===== config.mk =====
export PLATFORM = sky130hd
export DESIGN_NAME = i2s_slave_port
export DESIGN_NICKNAME = d
export VERILOG_FILES = /design/src/rtl/i2s_slave_pkg.sv /design/src/rtl/i2s_pin_sync.sv /design/src/rtl/i2s_slot_tracker.sv /design/src/rtl/i2s_rx_shifter.sv /design/src/rtl/i2s_tx_shifter.sv /design/src/rtl/i2s_slave_port.sv
export SDC_FILE = /design/constraint.sdc
export NUM_CORES = 1
export LEC_CHECK = 0
export CAP_MARGIN = 20
export CORE_UTILIZATION = 40
export CTS_BUF_LIST = sky130_fd_sc_hd__clkbuf_4 sky130_fd_sc_hd__clkbuf_8
export DETAILED_ROUTE_END_ITERATION = 12
export DONT_BUFFER_PORTS = 1
export PLACE_DENSITY = 0.6
export SETUP_SLACK_MARGIN = 0.3
export SLEW_MARGIN = 20
export SYNTH_ARGS = -nofsm -noshare
export SYNTH_HDL_FRONTEND = slang
export SYNTH_SLANG_ARGS = --single-unit

===== constraint.sdc =====
create_clock -name clk -period 2.3 [get_ports clk]
set_input_delay 0.46 -clock clk [delete_from_list [all_inputs] [get_ports clk]]
set_output_delay 0.46 -clock clk [all_outputs]
set_load 0.01 [all_outputs]

===== src/rtl/i2s_slave_pkg.sv =====
package i2s_slave_pkg;

  typedef enum logic [2:0] {
    WLEN_8  = 3'd0,
    WLEN_16 = 3'd1,
    WLEN_18 = 3'd2,
    WLEN_20 = 3'd3,
    WLEN_22 = 3'd4,
    WLEN_24 = 3'd5
  } wlen_code_e;

  typedef struct packed {
    logic rise;
    logic fall;
    logic ws;
    logic sd;
  } pin_evt_t;

  function automatic logic [5:0] word_bits(input logic [2:0] code);
    case (code)
      WLEN_8:  word_bits = 6'd8;
      WLEN_16: word_bits = 6'd16;
      WLEN_18: word_bits = 6'd18;
      WLEN_20: word_bits = 6'd20;
      WLEN_22: word_bits = 6'd22;
      default: word_bits = 6'd24;
    endcase
  endfunction

endpackage


===== src/rtl/i2s_pin_sync.sv =====
module i2s_pin_sync #(
  parameter int STAGES = 2
) (
  input  logic                    clk,
  input  logic                    rst,
  input  logic                    bclk_i,
  input  logic                    ws_i,
  input  logic                    sd_i,
  output i2s_slave_pkg::pin_evt_t evt_o
);
  localparam int LAST = STAGES - 1;

  logic [STAGES-1:0][2:0] chain;
  logic                   bclk_q;
  logic [2:0]             raw;

  assign raw = {bclk_i, ws_i, sd_i};

  always_ff @(posedge clk) begin
    if (rst) begin
      chain  <= '0;
      bclk_q <= 1'b0;
      evt_o  <= '0;
    end else begin
      chain[0] <= raw;
      for (int i = 1; i < STAGES; i++) chain[i] <= chain[i-1];
      bclk_q     <= chain[LAST][2];
      evt_o.rise <= chain[LAST][2] & ~bclk_q;
      evt_o.fall <= ~chain[LAST][2] & bclk_q;
      evt_o.ws   <= chain[LAST][1];
      evt_o.sd   <= chain[LAST][0];
    end
  end
endmodule


===== src/rtl/i2s_slot_tracker.sv =====
module i2s_slot_tracker #(
  parameter int MAX_W = 24,
  parameter int CNT_W = 5
) (
  input  logic             clk,
  input  logic             rst,
  input  logic             rise,
  input  logic             ws_lvl,
  input  logic [2:0]       wl_code,
  output logic             slot_start,
  output logic [CNT_W-1:0] cur_bits,
  output logic             cur_chan
);
  logic       primed;
  logic       ws_prev;
  logic [5:0] req_bits;

  assign req_bits   = i2s_slave_pkg::word_bits(wl_code);
  assign slot_start = rise && primed && (ws_lvl != ws_prev);

  always_ff @(posedge clk) begin
    if (rst) begin
      primed   <= 1'b0;
      ws_prev  <= 1'b0;
      cur_bits <= CNT_W'(8);
      cur_chan <= 1'b0;
    end else if (rise) begin
      primed  <= 1'b1;
      ws_prev <= ws_lvl;
      if (slot_start) begin
        cur_bits <= (int'(req_bits) > MAX_W) ? CNT_W'(MAX_W) : CNT_W'(req_bits);
        cur_chan <= ws_lvl;
      end
    end
  end
endmodule


===== src/rtl/i2s_rx_shifter.sv =====
module i2s_rx_shifter #(
  parameter int MAX_W = 24,
  parameter int CNT_W = 5
) (
  input  logic             clk,
  input  logic             rst,
  input  logic             rise,
  input  logic             sd,
  input  logic             slot_start,
  input  logic [CNT_W-1:0] cur_bits,
  input  logic             cur_chan,
  input  logic             rx_ready,
  output logic [MAX_W-1:0] rx_data,
  output logic             rx_chan,
  output logic             rx_valid,
  output logic             rx_overrun
);
  localparam logic [CNT_W-1:0] ONE = CNT_W'(1);

  logic             active;
  logic [CNT_W-1:0] cnt;
  logic [MAX_W-1:0] shreg;
  logic [MAX_W-1:0] next_sh;

  assign next_sh = {shreg[MAX_W-2:0], sd};

  always_ff @(posedge clk) begin
    if (rst) begin
      active     <= 1'b0;
      cnt        <= '0;
      shreg      <= '0;
      rx_data    <= '0;
      rx_chan    <= 1'b0;
      rx_valid   <= 1'b0;
      rx_overrun <= 1'b0;
    end else begin
      if (rx_valid && rx_ready) rx_valid <= 1'b0;
      if (rise && active) begin
        shreg <= next_sh;
        cnt   <= cnt + ONE;
        if (cnt == cur_bits - ONE) begin
          active   <= 1'b0;
          rx_data  <= next_sh;
          rx_chan  <= cur_chan;
          rx_valid <= 1'b1;
          if (rx_valid && !rx_ready) rx_overrun <= 1'b1;
        end
      end
      if (slot_start) begin
        active <= 1'b1;
        cnt    <= '0;
        shreg  <= '0;
      end
    end
  end
endmodule


===== src/rtl/i2s_tx_shifter.sv =====
module i2s_tx_shifter #(
  parameter int MAX_W = 24,
  parameter int CNT_W = 5
) (
  input  logic             clk,
  input  logic             rst,
  input  logic             fall,
  input  logic             slot_start,
  input  logic [CNT_W-1:0] cur_bits,
  input  logic [MAX_W-1:0] tx_data,
  input  logic             tx_valid,
  output logic             tx_ready,
  output logic             sdout,
  output logic             tx_underrun
);
  localparam logic [CNT_W-1:0] ONE = CNT_W'(1);

  logic [MAX_W-1:0] hold_q;
  logic             hold_full;
  logic [MAX_W-1:0] shreg;
  logic [CNT_W-1:0] cnt;
  logic             active;

  assign tx_ready = ~hold_full;

  always_ff @(posedge clk) begin
    if (rst) begin
      hold_q      <= '0;
      hold_full   <= 1'b0;
      shreg       <= '0;
      cnt         <= '0;
      active      <= 1'b0;
      sdout       <= 1'b0;
      tx_underrun <= 1'b0;
    end else begin
      if (tx_valid && !hold_full) begin
        hold_q    <= tx_data;
        hold_full <= 1'b1;
      end
      if (fall) begin
        if (active) begin
          sdout <= shreg[cur_bits - ONE];
          shreg <= shreg << 1;
          cnt   <= cnt + ONE;
          if (cnt == cur_bits - ONE) active <= 1'b0;
        end else begin
          sdout <= 1'b0;
        end
      end
      if (slot_start) begin
        active <= 1'b1;
        cnt    <= '0;
        if (hold_full) begin
          shreg     <= hold_q;
          hold_full <= 1'b0;
        end else begin
          shreg       <= '0;
          tx_underrun <= 1'b1;
        end
      end
    end
  end
endmodule


===== src/rtl/i2s_slave_port.sv =====
module i2s_slave_port #(
  parameter int MAX_W       = 24,
  parameter int SYNC_STAGES = 2
) (
  input  logic             clk,
  input  logic             rst,
  input  logic [2:0]       wl_code,
  input  logic             bclk,
  input  logic             ws,
  input  logic             sdin,
  output logic             sdout,
  input  logic [MAX_W-1:0] tx_data,
  input  logic             tx_valid,
  output logic             tx_ready,
  output logic [MAX_W-1:0] rx_data,
  output logic             rx_chan,
  output logic             rx_valid,
  input  logic             rx_ready,
  output logic             tx_underrun,
  output logic             rx_overrun
);
  localparam int CNT_W = $clog2(MAX_W + 1);

  i2s_slave_pkg::pin_evt_t evt;
  logic                    slot_start;
  logic [CNT_W-1:0]        cur_bits;
  logic                    cur_chan;

  i2s_pin_sync #(.STAGES(SYNC_STAGES)) u_sync (
    .clk(clk), .rst(rst), .bclk_i(bclk), .ws_i(ws), .sd_i(sdin), .evt_o(evt)
  );

  i2s_slot_tracker #(.MAX_W(MAX_W), .CNT_W(CNT_W)) u_track (
    .clk(clk), .rst(rst), .rise(evt.rise), .ws_lvl(evt.ws), .wl_code(wl_code),
    .slot_start(slot_start), .cur_bits(cur_bits), .cur_chan(cur_chan)
  );

  i2s_rx_shifter #(.MAX_W(MAX_W), .CNT_W(CNT_W)) u_rx (
    .clk(clk), .rst(rst), .rise(evt.rise), .sd(evt.sd), .slot_start(slot_start),
    .cur_bits(cur_bits), .cur_chan(cur_chan), .rx_ready(rx_ready),
    .rx_data(rx_data), .rx_chan(rx_chan), .rx_valid(rx_valid), .rx_overrun(rx_overrun)
  );

  i2s_tx_shifter #(.MAX_W(MAX_W), .CNT_W(CNT_W)) u_tx (
    .clk(clk), .rst(rst), .fall(evt.fall), .slot_start(slot_start),
    .cur_bits(cur_bits), .tx_data(tx_data), .tx_valid(tx_valid),
    .tx_ready(tx_ready), .sdout(sdout), .tx_underrun(tx_underrun)
  );
endmodule


# [Word-level counts from Yosys, hierarchy flattened]
# Cells that the tools add are included.
[totals] regBits=132 input_bits=34 out_inout_bits=30 word_cells=85
[classes] add_sub_neg=3 magnitude_cmp=2 n_eq_ne=7 mux=22 bitwise=5 reduce_logical=21
[op_table] operator="2-to-1 mux 24 bit" n=4
[op_table] operator="case mux 5 bit (5 select lines)" n=1
[op_table] operator="2-to-1 mux 1 bit" n=15
[op_table] operator="AND reduction 2 bit" n=6
[op_table] operator="adder 5 x 1 -> 5 bit, second input constant" n=2
[op_table] operator="equality test 5 bit" n=2
[op_table] operator="nonzero test 2 bit" n=4
[op_table] operator="equality test 3 x 2 -> 1 bit, second input constant" n=2
[op_table] operator="logical AND 1 bit" n=6
[op_table] operator="< comparator 5 x 6 -> 1 bit, second input constant" n=1
[op_table] operator="binary-select mux 1 bit (select 5 bit)" n=1
[op_table] operator="greater-than comparator 5 bit, second input constant" n=1
[op_table] operator="2-to-1 mux 5 bit" n=1
[op_table] operator="subtractor 5 x 1 -> 5 bit, second input constant" n=1
[op_table] operator="equality test 3 x 1 -> 1 bit, second input constant" n=1
[op_table] operator="equality test 3 bit, second input constant" n=1
[op_table] operator="zero test 3 bit" n=1
[op_table] operator="NOT 1 bit" n=3
[op_table] operator="AND reduction 3 bit" n=1
[op_table] operator="AND 1 bit" n=2
[op_table] operator="zero test 1 bit" n=2
[op_table] operator="OR reduction 2 bit" n=1
[op_table] operator="inequality test 1 bit" n=1

# [Logic depth before layout (Yosys ltp)]
[depth] word_depth=6 ltp_mapped=10 mapped_depth_nobuf=7

# [Hierarchy]
# A second synthesis with hierarchy kept.
[hier_totals] hier_cells=679 hier_area_um2=5600.4
[by_module_without_submodules] module="i2s_tx_shifter" instances=1 cells_each=351 area_each_um2=2635.0 seq_area_each_um2=1141.1
[by_module_without_submodules] module="i2s_rx_shifter" instances=1 cells_each=259 area_each_um2=2232.1 seq_area_each_um2=1121.1
[by_module_without_submodules] module="i2s_slot_tracker" instances=1 cells_each=46 area_each_um2=420.4 seq_area_each_um2=140.1
[by_module_without_submodules] module="i2s_pin_sync" instances=1 cells_each=23 area_each_um2=312.8 seq_area_each_um2=220.2

# [Least setup slack after synthesis]
# No wires, ideal clock.
[synth_timing] kind="register to register" from="register u_track.cur_bits[1]" to="register u_rx.rx_data[10]" setup_ns=0.072 arrival_time_ns=1.987 t_required_ns=2.228 path_slack_ns=0.241 path_stages_with_launch=11 path_buffers=4 synth_period_minus_slack_ns=2.059 path_cell_list="dfxtp_1 > buf_2 > inv_1 > ha_1 > clkbuf_1 > xor2_1 > nand4_1 > nor3_1 > buf_6 > buf_8 > mux2i_1"
[synth_via] elab_chain_len=3
[synth_rtl] element="start: declaration" line_no="i2s_slot_tracker.sv:11" rtl="output logic [CNT_W-1:0] cur_bits,"
[synth_rtl] element="start signal: assignment" line_no="i2s_slot_tracker.sv:31" rtl="cur_bits <= (int'(req_bits) > MAX_W) ? CNT_W'(MAX_W) : CNT_W'(req_bits);"
[synth_rtl] element="subtractor 5 x 1 -> 5 bit" line_no="i2s_rx_shifter.sv:41" rtl="if (cnt == cur_bits - ONE) begin"
[synth_rtl] element="equality test 5 bit" line_no="i2s_rx_shifter.sv:41"
[synth_rtl] element="AND reduction 2 bit (no line)"
[synth_rtl] element="end signal: assignment" line_no="i2s_rx_shifter.sv:43" rtl="rx_data <= next_sh;"
[synth_rtl] element="end: declaration" line_no="i2s_rx_shifter.sv:13" rtl="output logic [MAX_W-1:0] rx_data,"
# Every way passes these cells.
# A chain may end at the register's enable or synchronous reset.

# [Worst setup path in the final report]
[layout_timing] from="register u_track.cur_bits[2]" to="register u_rx.rx_data[7]"
# Same word-level chain as after synthesis.

==> metrics.txt <==
Post-synth EDFFs=0; Synth warnings=0; hpwl dp=6660 um; # diodes=0; crit path buf inv count=3; I/O Pins=64; Finish-stage setup viols=0; leak pwr=2.16 nW; Synth Area in XOR/XNOR=3.75%; post-synthesis mux area share=a little over a tenth; Post-Syn Area=5100 um2; Worst Min Path Start=rst; crit-path cells=inv_1 > ha_4 > xor2_1 > nand4_1 > nor3_4 > buf_4 > clkbuf_16 > mux2i_1; Synth Area in Compound Gates=10.9%; Total GRT Usage=16.3%; fin crit share=85.2%; worst hold path class=input pin to flip-flop; fillcell total=1204; largest net degree at the start of global routing=53; Final Hold Vio Count=0; die height=115 um; crit path DAT=approximately 2.3 ns; Iteration-0 DRC Markers=178; outcome=finished clean; PD cells=roughly 760 nW/um2; Slew HR=45.7%; Port-buffer cells=0; CP Depth=8; Sink Count=around 130; ratio of cells with drive above 1 in the final layout=10.1%; drt first pass iters=4; reg2reg end=u_rx.rx_data[7]; CTS Root Cell=clkbuf_8; Clock Tree Buf Depth=2; Total Routed Length=10000 um; CP Capture Type=flip-flop; Slew @ Worst Pin=0.812 ns; Via density=4.89; std cell rows=40; WL/cell=13.5 um; Avg Cell Area, Syn=9.07 um2; CTS buffer count=17; Worst setup SP type=flip-flop; Crit Path Class=flip-flop to flip-flop; Unique masters post-synth=37; Post-Synth Simple-Gate Area=17.8%; CP top delay family=simple AND/OR/NAND/NOR gates; asr flop ratio synth=0%; Seq/Total Area, Yosys=51.4%; Adder-Cell Fraction of Synth Area=1.47%; Hold Crit Endpoint=u_track.cur_chan; detailed-route DRC error count=0; Core ar.=12200 um2; CP max stage cell=dfxtp_1; Post-Syn Nets=about 600; Reg2Reg Depth=8; Max rail drop VDD=0.485 mV; synth top area cells=dfxtp_1 (51%), nand2_1 (12%), mux2i_1 (9.4%); CP peak stage delay=between 0.3 and 0.4 ns; largest family of logic cells by synthesized area=simple AND/OR/NAND/NOR gates; Mapped Cells=approximately 560; max_cap viols=0; Finished Core Util=approximately 47%; Clock Latency Late Sink=0.44 ns; Worst R2R Setup Slack=0.34 ns; startpoint of the most critical register-to-register path=u_track.cur_bits[2]; die width=115 um; CTS tree=built; clock skew=0.00634 ns; total grt overflow=0; RePlAce Congestion=0.773; Hold Path Depth=1; DR vias=around 3600; ys flop type=dfxtp_1; final total power=4.35 mW; Yosys reg bits=roughly 130; maximum clock rate=around 0.5 GHz; Die Area=roughly 13000 um2; CP required=2.66 ns; min cycle time layout=1.96 ns; htree depth=4; number of global-route vias before repair=3518; initial antenna violation count=0; first-pass GRT wire length=around 17000 um; TNS Setup=0 ns; RSZ-0062 raised after global routing=false; register clock-pin slew on the reported worst setup and hold paths=0.07 ns; Yosys top cell by area=dfxtp_1; max-slew violation count=0; area share of the largest cell type after synthesis=51.4%; Initial Util=41.8%; Max FO, Critical Path=7; final antenna-violating net count=0; Post-layout nets=between 600 and 700; Area Overhead vs Synth=12.3%
-- worst max-delay path by stage --
stage	from	to	slack, ns
CTS	u_track.cur_bits[2]	u_rx.rx_data[7]	0.33
floorplan	u_track.cur_bits[1]	u_rx.rx_data[10]	0.32
detailed placement	u_track.cur_bits[2]	u_rx.rx_data[7]	0.31
global placement	u_track.cur_bits[2]	u_rx.rx_data[8]	0.44
global route	u_track.cur_bits[2]	u_rx.rx_data[4]	0.27
finish	u_track.cur_bits[2]	u_rx.rx_data[7]	0.34
-- what timing repair did --
item,in CTS,in global routing
pin swaps,0,3
gates resized for setup,1,5
gates cloned,0,2
endpoints found under the setup margin,1,25
hold buffers,0,0
buffers inserted,0,5
-- synth_stat cells, types with 2 or more instances --
cell type / instances
clkbuf_1: 31
o2bb2ai_1: 21
ha_1: 6
nand2_1: 165
mux4_2: 3
a311oi_1: 2
nor2_1: 18
a211oi_1: 3
a21oi_1: 58
nand3_1: 6
o21ai_0: 2
and2_1: 2
nor3_1: 6
nor2b_1: 11
inv_1: 5
buf_1: 3
xnor2_1: 5
mux2i_1: 48
nand4_1: 6
dfxtp_1: 131
xor2_1: 15
-- registers in the layout (all words and copies together), names as in the netlist, 4 cells and up --
name              flops
u_rx.shreg           23
u_tx.cnt              5
u_rx.cnt              5
u_tx.hold_q          24
u_sync.evt_o          4
u_sync.chain          6
u_rx.rx_data         24
u_tx.shreg           24
u_track.cur_bits      4
-- area by class of cell --
class | count | area (um2) | area share [%]
timing repair buffer | 18 | 169 | 2.95
sequential | 131 | 2620 | 45.8
inverter | 6 | 22.5 | 0.393
multi-input combinational | 388 | 2310 | 40.3
clock inverter | 5 | 75.1 | 1.31
tap | 168 | 210 | 3.67
clock buffer | 25 | 319 | 5.57
-- where the power goes --
part	total, mW	internal (mW)	switching (mW)
Combinational	0.109	0.0346	0.0749
Sequential	2.32	2.30	0.0197
Clock	1.92	1.11	0.806
-- cell families after synthesis --
logic type      Yosys count
simple gates            220
flops                   131
compound gates           90
mux                      51
buf+inv                  44
xor+xnor                 21
fa+ha+maj                 6
-- metal layers --
metal	up-vias	global-route usage (%)	part of all wire, %
met2	58	26.3	49
met3	10	5.27	3.5
met5	-	0	0
met1	1673	20.0	46
met4	0	7.01	1.3
li1	1882	-	-
-- through the flow --
step           worst slack [ns]  hold slack (ns)  instances  cell area (um2)
4_1_cts                   0.327           0.0598        734             5640
6_report                  0.340           0.0928        741             5730
5_1_grt                   0.269           0.0590        741             5730
2_1_floorplan             0.323            0.383        563             5100
3_5_place_dp              0.312            0.403        704             5240
3_3_place_gp              0.443            0.393        704             5240
-- cells in the final DEF, fill, tap and decap left out, types with 5 or more instances in the layout --
cell | netlist | layout
ha_1 | 6 | 5
nand2_1 | 165 | 164
nor2_1 | 18 | 18
inv_1 | 5 | 5
o2bb2ai_1 | 21 | 21
xor2_1 | 15 | 15
nand3_1 | 6 | 6
a21oi_1 | 58 | 58
nor2b_1 | 11 | 11
nand4_1 | 6 | 6
dfxtp_1 | 131 | 131
clkbuf_8 | 0 | 21
buf_4 | 0 | 15
xnor2_1 | 5 | 5
mux2i_1 | 48 | 48
(Power assumes the default switching activity.)
